==> src/rtl/exc_entry_pkg.sv <==
package exc_entry_pkg;

  typedef enum logic [1:0] {
    VC_GENERAL = 2'd0,
    VC_TLB     = 2'd1,
    VC_FIXED   = 2'd2
  } vec_class_e;

endpackage

==> src/rtl/exc_vec_class.sv <==
module exc_vec_class
  import exc_entry_pkg::*;
#(
  parameter int                          CODE_W     = 12,
  parameter int                          NUM_TLB    = 3,
  parameter logic [NUM_TLB*CODE_W-1:0]   TLB_CODES  = {12'h080, 12'h060, 12'h040},
  parameter logic [CODE_W-1:0]           FIXED_CODE = 12'h140
) (
  input  logic [CODE_W-1:0] code_i,
  output vec_class_e        class_o
);

  logic [NUM_TLB-1:0] tlb_hit;

  // One comparator per translation-miss code, over the full code width
  for (genvar g = 0; g < NUM_TLB; g++) begin : g_tlb_cmp
    assign tlb_hit[g] = (code_i == TLB_CODES[g*CODE_W +: CODE_W]);
  end

  always_comb begin
    if (code_i == FIXED_CODE)
      class_o = VC_FIXED;
    else if (|tlb_hit)
      class_o = VC_TLB;
    else
      class_o = VC_GENERAL;
  end

endmodule

==> src/rtl/exc_target_sel.sv <==
module exc_target_sel
  import exc_entry_pkg::*;
#(
  parameter int               XLEN      = 32,
  parameter logic [XLEN-1:0]  TLB_OFS   = 32'h0000_0400,
  parameter logic [XLEN-1:0]  GEN_OFS   = 32'h0000_0100,
  parameter logic [XLEN-1:0]  FIXED_VEC = 32'hA000_0000
) (
  input  vec_class_e       class_i,
  input  logic [XLEN-1:0]  vbr_i,
  output logic [XLEN-1:0]  target_o
);

  logic [XLEN-1:0] tlb_tgt;
  logic [XLEN-1:0] gen_tgt;

  assign tlb_tgt = vbr_i + TLB_OFS;
  assign gen_tgt = vbr_i + GEN_OFS;

  always_comb begin
    unique case (class_i)
      VC_TLB:   target_o = tlb_tgt;
      VC_FIXED: target_o = FIXED_VEC;
      default:  target_o = gen_tgt;
    endcase
  end

endmodule

==> src/rtl/exc_sts_force.sv <==
module exc_sts_force #(
  parameter int XLEN      = 32,
  parameter int MODE_BIT  = 30,
  parameter int BANK_BIT  = 29,
  parameter int BLOCK_BIT = 28
) (
  input  logic [XLEN-1:0] sts_i,
  output logic [XLEN-1:0] sts_o
);

  // Per-bit selection: forced bits go high, the rest pass through
  for (genvar b = 0; b < XLEN; b++) begin : g_bit
    if (b == MODE_BIT || b == BANK_BIT || b == BLOCK_BIT) begin : g_force
      assign sts_o[b] = 1'b1;
    end else begin : g_pass
      assign sts_o[b] = sts_i[b];
    end
  end

endmodule

==> src/rtl/exc_hold_reg.sv <==
module exc_hold_reg #(
  parameter int             W   = 32,
  parameter logic [W-1:0]   RST = '0
) (
  input  logic          clk,
  input  logic          rst,
  input  logic          load,
  input  logic [W-1:0]  d,
  output logic [W-1:0]  q
);

  always_ff @(posedge clk) begin
    if (rst)
      q <= RST;
    else if (load)
      q <= d;
  end

endmodule

==> src/rtl/exc_entry_unit.sv <==
module exc_entry_unit
  import exc_entry_pkg::*;
#(
  parameter int                          XLEN       = 32,
  parameter int                          CODE_W     = 12,
  parameter int                          MODE_BIT   = 30,
  parameter int                          BANK_BIT   = 29,
  parameter int                          BLOCK_BIT  = 28,
  parameter logic [CODE_W-1:0]           EVT_MASK   = 12'h7FF,
  parameter int                          NUM_TLB    = 3,
  parameter logic [NUM_TLB*CODE_W-1:0]   TLB_CODES  = {12'h080, 12'h060, 12'h040},
  parameter logic [CODE_W-1:0]           FIXED_CODE = 12'h140,
  parameter logic [XLEN-1:0]             TLB_OFS    = 32'h0000_0400,
  parameter logic [XLEN-1:0]             GEN_OFS    = 32'h0000_0100,
  parameter logic [XLEN-1:0]             FIXED_VEC  = 32'hA000_0000,
  parameter logic [XLEN-1:0]             STS_RST    = 32'h7000_00F0
) (
  input  logic              clk,
  input  logic              rst,
  input  logic              req_valid,
  output logic              req_ready,
  input  logic [CODE_W-1:0] req_code,
  input  logic [XLEN-1:0]   ctx_sts,
  input  logic [XLEN-1:0]   ctx_pc,
  input  logic [XLEN-1:0]   ctx_vbr,
  input  logic [XLEN-1:0]   ctx_r15,
  output logic [XLEN-1:0]   sts_o,
  output logic [XLEN-1:0]   sts_save,
  output logic [XLEN-1:0]   pc_save,
  output logic [XLEN-1:0]   stk_save,
  output logic [CODE_W-1:0] evt_o,
  output logic [XLEN-1:0]   pc_o
);

  localparam logic [XLEN-1:0]   ZERO_X = '0;
  localparam logic [CODE_W-1:0] ZERO_C = '0;

  logic            take;
  vec_class_e      vclass;
  logic [XLEN-1:0] target;
  logic [XLEN-1:0] sts_next;
  logic [CODE_W-1:0] evt_next;

  assign req_ready = ~rst;
  assign take      = req_valid & req_ready;
  assign evt_next  = req_code & EVT_MASK;

  exc_vec_class #(
    .CODE_W    (CODE_W),
    .NUM_TLB   (NUM_TLB),
    .TLB_CODES (TLB_CODES),
    .FIXED_CODE(FIXED_CODE)
  ) u_class (
    .code_i (req_code),
    .class_o(vclass)
  );

  exc_target_sel #(
    .XLEN     (XLEN),
    .TLB_OFS  (TLB_OFS),
    .GEN_OFS  (GEN_OFS),
    .FIXED_VEC(FIXED_VEC)
  ) u_target (
    .class_i (vclass),
    .vbr_i   (ctx_vbr),
    .target_o(target)
  );

  exc_sts_force #(
    .XLEN     (XLEN),
    .MODE_BIT (MODE_BIT),
    .BANK_BIT (BANK_BIT),
    .BLOCK_BIT(BLOCK_BIT)
  ) u_force (
    .sts_i(ctx_sts),
    .sts_o(sts_next)
  );

  exc_hold_reg #(.W(XLEN), .RST(STS_RST)) u_sts_q (
    .clk(clk), .rst(rst), .load(take), .d(sts_next), .q(sts_o));

  exc_hold_reg #(.W(XLEN), .RST(ZERO_X)) u_ssave_q (
    .clk(clk), .rst(rst), .load(take), .d(ctx_sts), .q(sts_save));

  exc_hold_reg #(.W(XLEN), .RST(ZERO_X)) u_psave_q (
    .clk(clk), .rst(rst), .load(take), .d(ctx_pc), .q(pc_save));

  exc_hold_reg #(.W(XLEN), .RST(ZERO_X)) u_ksave_q (
    .clk(clk), .rst(rst), .load(take), .d(ctx_r15), .q(stk_save));

  exc_hold_reg #(.W(CODE_W), .RST(ZERO_C)) u_evt_q (
    .clk(clk), .rst(rst), .load(take), .d(evt_next), .q(evt_o));

  exc_hold_reg #(.W(XLEN), .RST(FIXED_VEC)) u_pc_q (
    .clk(clk), .rst(rst), .load(take), .d(target), .q(pc_o));

endmodule

==> config.mk <==
export PLATFORM = sky130hd
export DESIGN_NAME = exc_entry_unit
export DESIGN_NICKNAME = d
export VERILOG_FILES = /design/src/rtl/exc_entry_pkg.sv /design/src/rtl/exc_vec_class.sv /design/src/rtl/exc_target_sel.sv /design/src/rtl/exc_sts_force.sv /design/src/rtl/exc_hold_reg.sv /design/src/rtl/exc_entry_unit.sv
export SDC_FILE = /design/constraint.sdc
export NUM_CORES = 1
export LEC_CHECK = 0
export BUFFER_PORTS_ARGS = -buffer_cell sky130_fd_sc_hd__buf_2
export CAP_MARGIN = 15
export CORE_MARGIN = 10
export CORE_UTILIZATION = 45
export CTS_CLUSTER_DIAMETER = 40
export CTS_CLUSTER_SIZE = 14
export DETAILED_ROUTE_END_ITERATION = 6
export HOLD_SLACK_MARGIN = 0.05
export PLACE_DENSITY = 0.91
export SYNTH_ARGS = -nofsm -noshare
export SYNTH_HDL_FRONTEND = slang
export SYNTH_SLANG_ARGS = --single-unit
==> constraint.sdc <==
create_clock -name clk -period 2.6 [get_ports clk]
set_input_delay 0.52 -clock clk [delete_from_list [all_inputs] [get_ports clk]]
set_output_delay 0.52 -clock clk [all_outputs]
set_load 0.05 [all_outputs]
# Yosys cells after proc, flatten, opt, wreduce, memory -nomap -nowiden
# Index checks and enable logic that the tools add are counted.
# word_totals
reg_bits,168
input_bits,143
# classes
addsub,2
eq_ne,6
mux,3
bitwise,2
reduce_logical,1
# ops
op,n
$pmux W32 S2,1
$add A32 B11 Y32 const B,1
$add A32 B9 Y32 const B,1
$eq A12 B7 Y1 const B,2
$eq A12 B8 Y1 const B,1
$eq A12 B9 Y1 const B,1
$reduce_or A3 Y1,1
$eq A2 B1 Y1 const B,1
$eq A2 B2 Y1 const B,1
$mux W2,1
$and A1 B1 Y1,1
$mux W1,1
$not A1 Y1,1

# Depth between registers and ports, before layout
# depth
word_depth,6
depth_mapped,7
mapped_depth_nobuf,6

# Cells and area by module
# A second synthesis with hierarchy kept.
# hier_totals
hier_cells,759
hier_area_um2,7613.6
# modules_own_cells
mod,instances,cells_each,area_each_um2,seq_area_each_um2
exc_hold_reg at u_ksave_q ...,3,103,1163.6,640.6
exc_hold_reg at u_sts_q,1,103,1169.9,640.6
exc_hold_reg at u_pc_q,1,103,1167.4,640.6
exc_target_sel,1,163,1039.7,0.0
exc_hold_reg at u_evt_q,1,38,420.4,240.2
exc_sts_force,1,33,244.0,0.0
exc_vec_class,1,7,67.6,0.0
exc_entry_unit,1,3,13.8,0.0

# Worst setup path before layout
# OpenSTA, ideal clock, no wires.
# synth_timing
path_kind,input -> register
startpoint,in req_code[3]
endpoint,reg u_pc_q.q[4]
setup_time_ps,117
t_arrival_ps,2186
required_time_ps,2483
setup_slack_ps,298
stages,6
n_path_buf,2
cell_sequence,or4_1 -> buf_2 -> nor4_4 -> nor2_1 -> buf_2 -> a22o_1
# synth_via
elab_chain_cells,6
# synth_lines
item,line,text
"start, declared",exc_entry_unit.sv:22,"input logic [CODE_W-1:0] req_code,"
$eq A12 B7 Y1 or $eq A12 B8 Y1 (tied branches),exc_vec_class.sv:17,assign tlb_hit[g] = (code_i == TLB_CODES[g*CODE_W +: CODE_W]);
$reduce_or A3 Y1,exc_vec_class.sv:23,else if (|tlb_hit)
$mux W1,exc_vec_class.sv:23,
$mux W2 (*),exc_vec_class.sv:21,if (code_i == FIXED_CODE)
$eq A2 B2 Y1 or $eq A2 B1 Y1 (tied branches),exc_target_sel.sv:21,unique case (class_i)
$pmux W32 S2 (*),exc_target_sel.sv:21,
"end signal, assigned",exc_hold_reg.sv:14,q <= RST;
"end signal, assigned",exc_hold_reg.sv:16,q <= d;
"end, declared",exc_hold_reg.sv:9,output logic [W-1:0] q
# Mark *: on every way between the ends. The rest lies on a longest branch, timed or not.
# A chain may end at the register's enable or synchronous reset.

# Worst setup path after layout
# layout_timing
startpoint,in req_code[6]
endpoint,reg u_pc_q.q[24]
# The elaborated chain is that of the path after synthesis.

==> results.tsv <==
stage	metric	value	unit
floorplanning	fp.dieW	135.5	µm
detailed_routing	vias_per_cell	5.227	
logic_synthesis	synth.avg_cell_area	9.559	µm²
worst_setup_path	path_class	in2reg	
timing	hold_viol	0	
global_routing	grt_max_degree	97	
logic_synthesis	async_flop_share	0	
clock_network	cts_resized	0	
power_and_ir_drop	peakVddDrop	442.4	µV
logic_synthesis	yosysSeqAreaShare	0.4769	
timing	maxSlewHeadroom	0.4419	
flow_run	max_cap_viol_count	0	
placed_design	routabilityCongestion	0.8937	
logic_synthesis	synth_area	6003	µm²
floorplanning	io_pins	316	
detailed_routing	vias	5734	
floorplanning	dieArea	18360	µm²
worst_setup_path	crit_path_cell_trace	buf_2 -> or3b_2 -> nand3_1 -> a21oi_1 -> o21ai_0 -> a311oi_1	
timing	fin_crit	2.093	ns
logic_synthesis	synth_edf_count	0	
placed_design	hpwlAfterDp	15420	µm
floorplanning	die_h	135.5	µm
global_routing	grt_pass1_vias	5813	
finish	drive_above_1_share	0.3941	
timing	skew	0	ns
finish	nets	1055	
detailed_routing	drc	0	
placed_design	post-place-cells	1067	
detailed_routing	drtIter0Drc	378	
logic_synthesis	yosysMostFrequentCell	dfxtp_1	
logic_synthesis	ys_seq_elements	143	
timing	tightest_slew	0.8372	ns
clock_network	clockRootBuffer	clkbuf_16	
floorplanning	start_util	0.4570	
global_routing	grt.total_usage	0.2071	
detailed_routing	drtAntennaViolNets	0	
power_and_ir_drop	power_leakage	0.004185	µW
placed_design	place_area	7581	µm²
timing	fin_crit_sh	0.8051	
finish	fin_cells	1097	
logic_synthesis	yosys_warnings	0	
detailed_routing	wl_per_cell	18.15	µm
global_routing	antenna_found_initial	0	
worst_setup_path	crit_required	2.92	ns
placed_design	io_buffers	311	
global_routing	grt_overflow	0	
clock_network	cts.sinks	143	
floorplanning	rows	42	
outcome	status	finished clean	
power_and_ir_drop	power.density	732.8	nW/µm²
clock_network	post_cts_buffers	0	
detailed_routing	wl	19910	µm
worst_setup_path	startpoint_type	input pin	
clock_network	clk_latency	0.41	ns
clock_network	ctsHoldBuffers	0	
logic_synthesis	yosysTopAreaCell	dfxtp_1	
logic_synthesis	synthTopCellsByCount	dfxtp_1, nor2_1, mux2i_1	
global_routing	grt_pass1_wl	30520	µm
timing	finalSetupTns	0	ns
floorplanning	core_area	13140	µm²
timing	setup_viol	0	
finish	antenna_cells	0	
worst_setup_path	cp-end-kind	flip-flop	
timing	fmax	477.7	MHz
logic_synthesis	post_synth_main_area_contributors	dfxtp_1, mux2i_1, nor2_1	
logic_synthesis	yosysUniqueCellTypes	54	
worst_setup_path	critPathMaxStageDelay	0.70	ns
clock_network	cts_tree	done	
clock_network	clkTransAtPathRegs	0.06	ns
detailed_routing	first_pass_iters	4	
finish	final_area	8144	µm²
finish	synthToLayoutAreaGrowth	35.66	%
clock_network	cts_buffers	17	
clock_network	cts.htree.levels	4	
logic_synthesis	synth_cells	628	
worst_setup_path	cp_slowest_cell	a21oi_1	
timing	final_max_slew_viol_count	0	
logic_synthesis	synth_flop_cell	dfxtp_1	
worst_setup_path	critPathArrivalTime	2.41	ns
logic_synthesis	synth.top_cell.area_share	0.4769	
clock_network	clk_path_buf_depth	2	
timing	rsz0062_at_grt	false	
worst_setup_path	crit_fanout	9	
min_path	hold_class	in2reg	
cells in the final DEF, fill, tap and decap left out, types with 3 or more instances in the layout:
cell       instances
buf_2            309
dfxtp_1          143
nor2_1           129
mux2i_1          111
nand2_1           21
o21ai_0           19
clkbuf_16         17
buf_4             15
a22o_1            12
nand3_1           10
a21oi_1           10
nor3_1             7
nor4_1             7
xnor2_1            7
and3_1             6
a22oi_1            6
a31oi_1            5
nand4_1            5
a311oi_1           5
inv_1              4
o31ai_1            4
o31a_1             4
a211oi_1           4
conb_1             4
nand3b_1           3
o2111ai_1          3
and4_1             3
o211ai_1           3
clkinv_2           3
clkinv_4           3
cells by family after synthesis:
group	share of synthesized area
buf+inv	0.06315
mux	0.1851
other cells	0.001251
compound gates	0.1042
simple gates	0.1551
fa+ha+maj	0.004168
xor+xnor	0.01021
flops	0.4769
path summary, 6_finish.rpt:
check | from | endpoint | depth (start not counted) | slack (ns)
setup / recovery | req_code[6] | u_pc_q.q[24] | 6 | 0.51
hold / removal | ctx_vbr[2] | u_pc_q.q[2] | 2 | 0.32
setup reg to reg | u_pc_q.q[30] | u_pc_q.q[30] | 4 | 1.66
hold reg to reg | u_pc_q.q[14] | u_pc_q.q[14] | 2 | 0.46
state kept, by name, indices dropped and copies added, names as in the netlist:
name,count
u_evt_q.q,11
u_ssave_q.q,32
u_ksave_q.q,32
u_psave_q.q,32
u_sts_q.q,4
u_pc_q.q,32
critical path, delay by kind of cell:
kind                   cells  cell delay, ns
AOI/OAI and AO/OA          3            1.19
buffers and inverters      1            0.11
and+or+nand+nor            2            0.59
metrics by stage:
step                      setup WS, ns  hold slack (ns)  total power (µW)    util
final                           0.5068           0.3185              5968  0.6199
after global routing            0.3763           0.3070              6192  0.6199
after CTS                       0.5283           0.3008              6015  0.6199
after detailed placement       0.09602           0.4491              3686  0.5770
after global placement          0.1254           0.4356              3658  0.5770
after floorplan                 0.2975           0.6489              3335       -
per-layer routing:
metal,routed length [µm],track usage,vias up
met5,0,0,-
li1,-,-,2741
met3,2206,0.08828,32
met2,9627,0.3399,305
met1,7709,0.2363,2656
met4,364,0.07237,0
area by class of cell:
type,count,area (µm²)
inverter,5,18.77
sequential,143,2863
timing repair buffer,327,1710
clock inverter,10,116.4
multi-input combinational,416,2769
fill,1101,4994
tap,176,220.2
clock buffer,20,446.7
power by group:
group	internal [µW]	switching, µW
Combinational	339	901
Sequential	2330	72.7
Clock	1420	904
No activity file was read; power rests on OpenSTA's default activity.
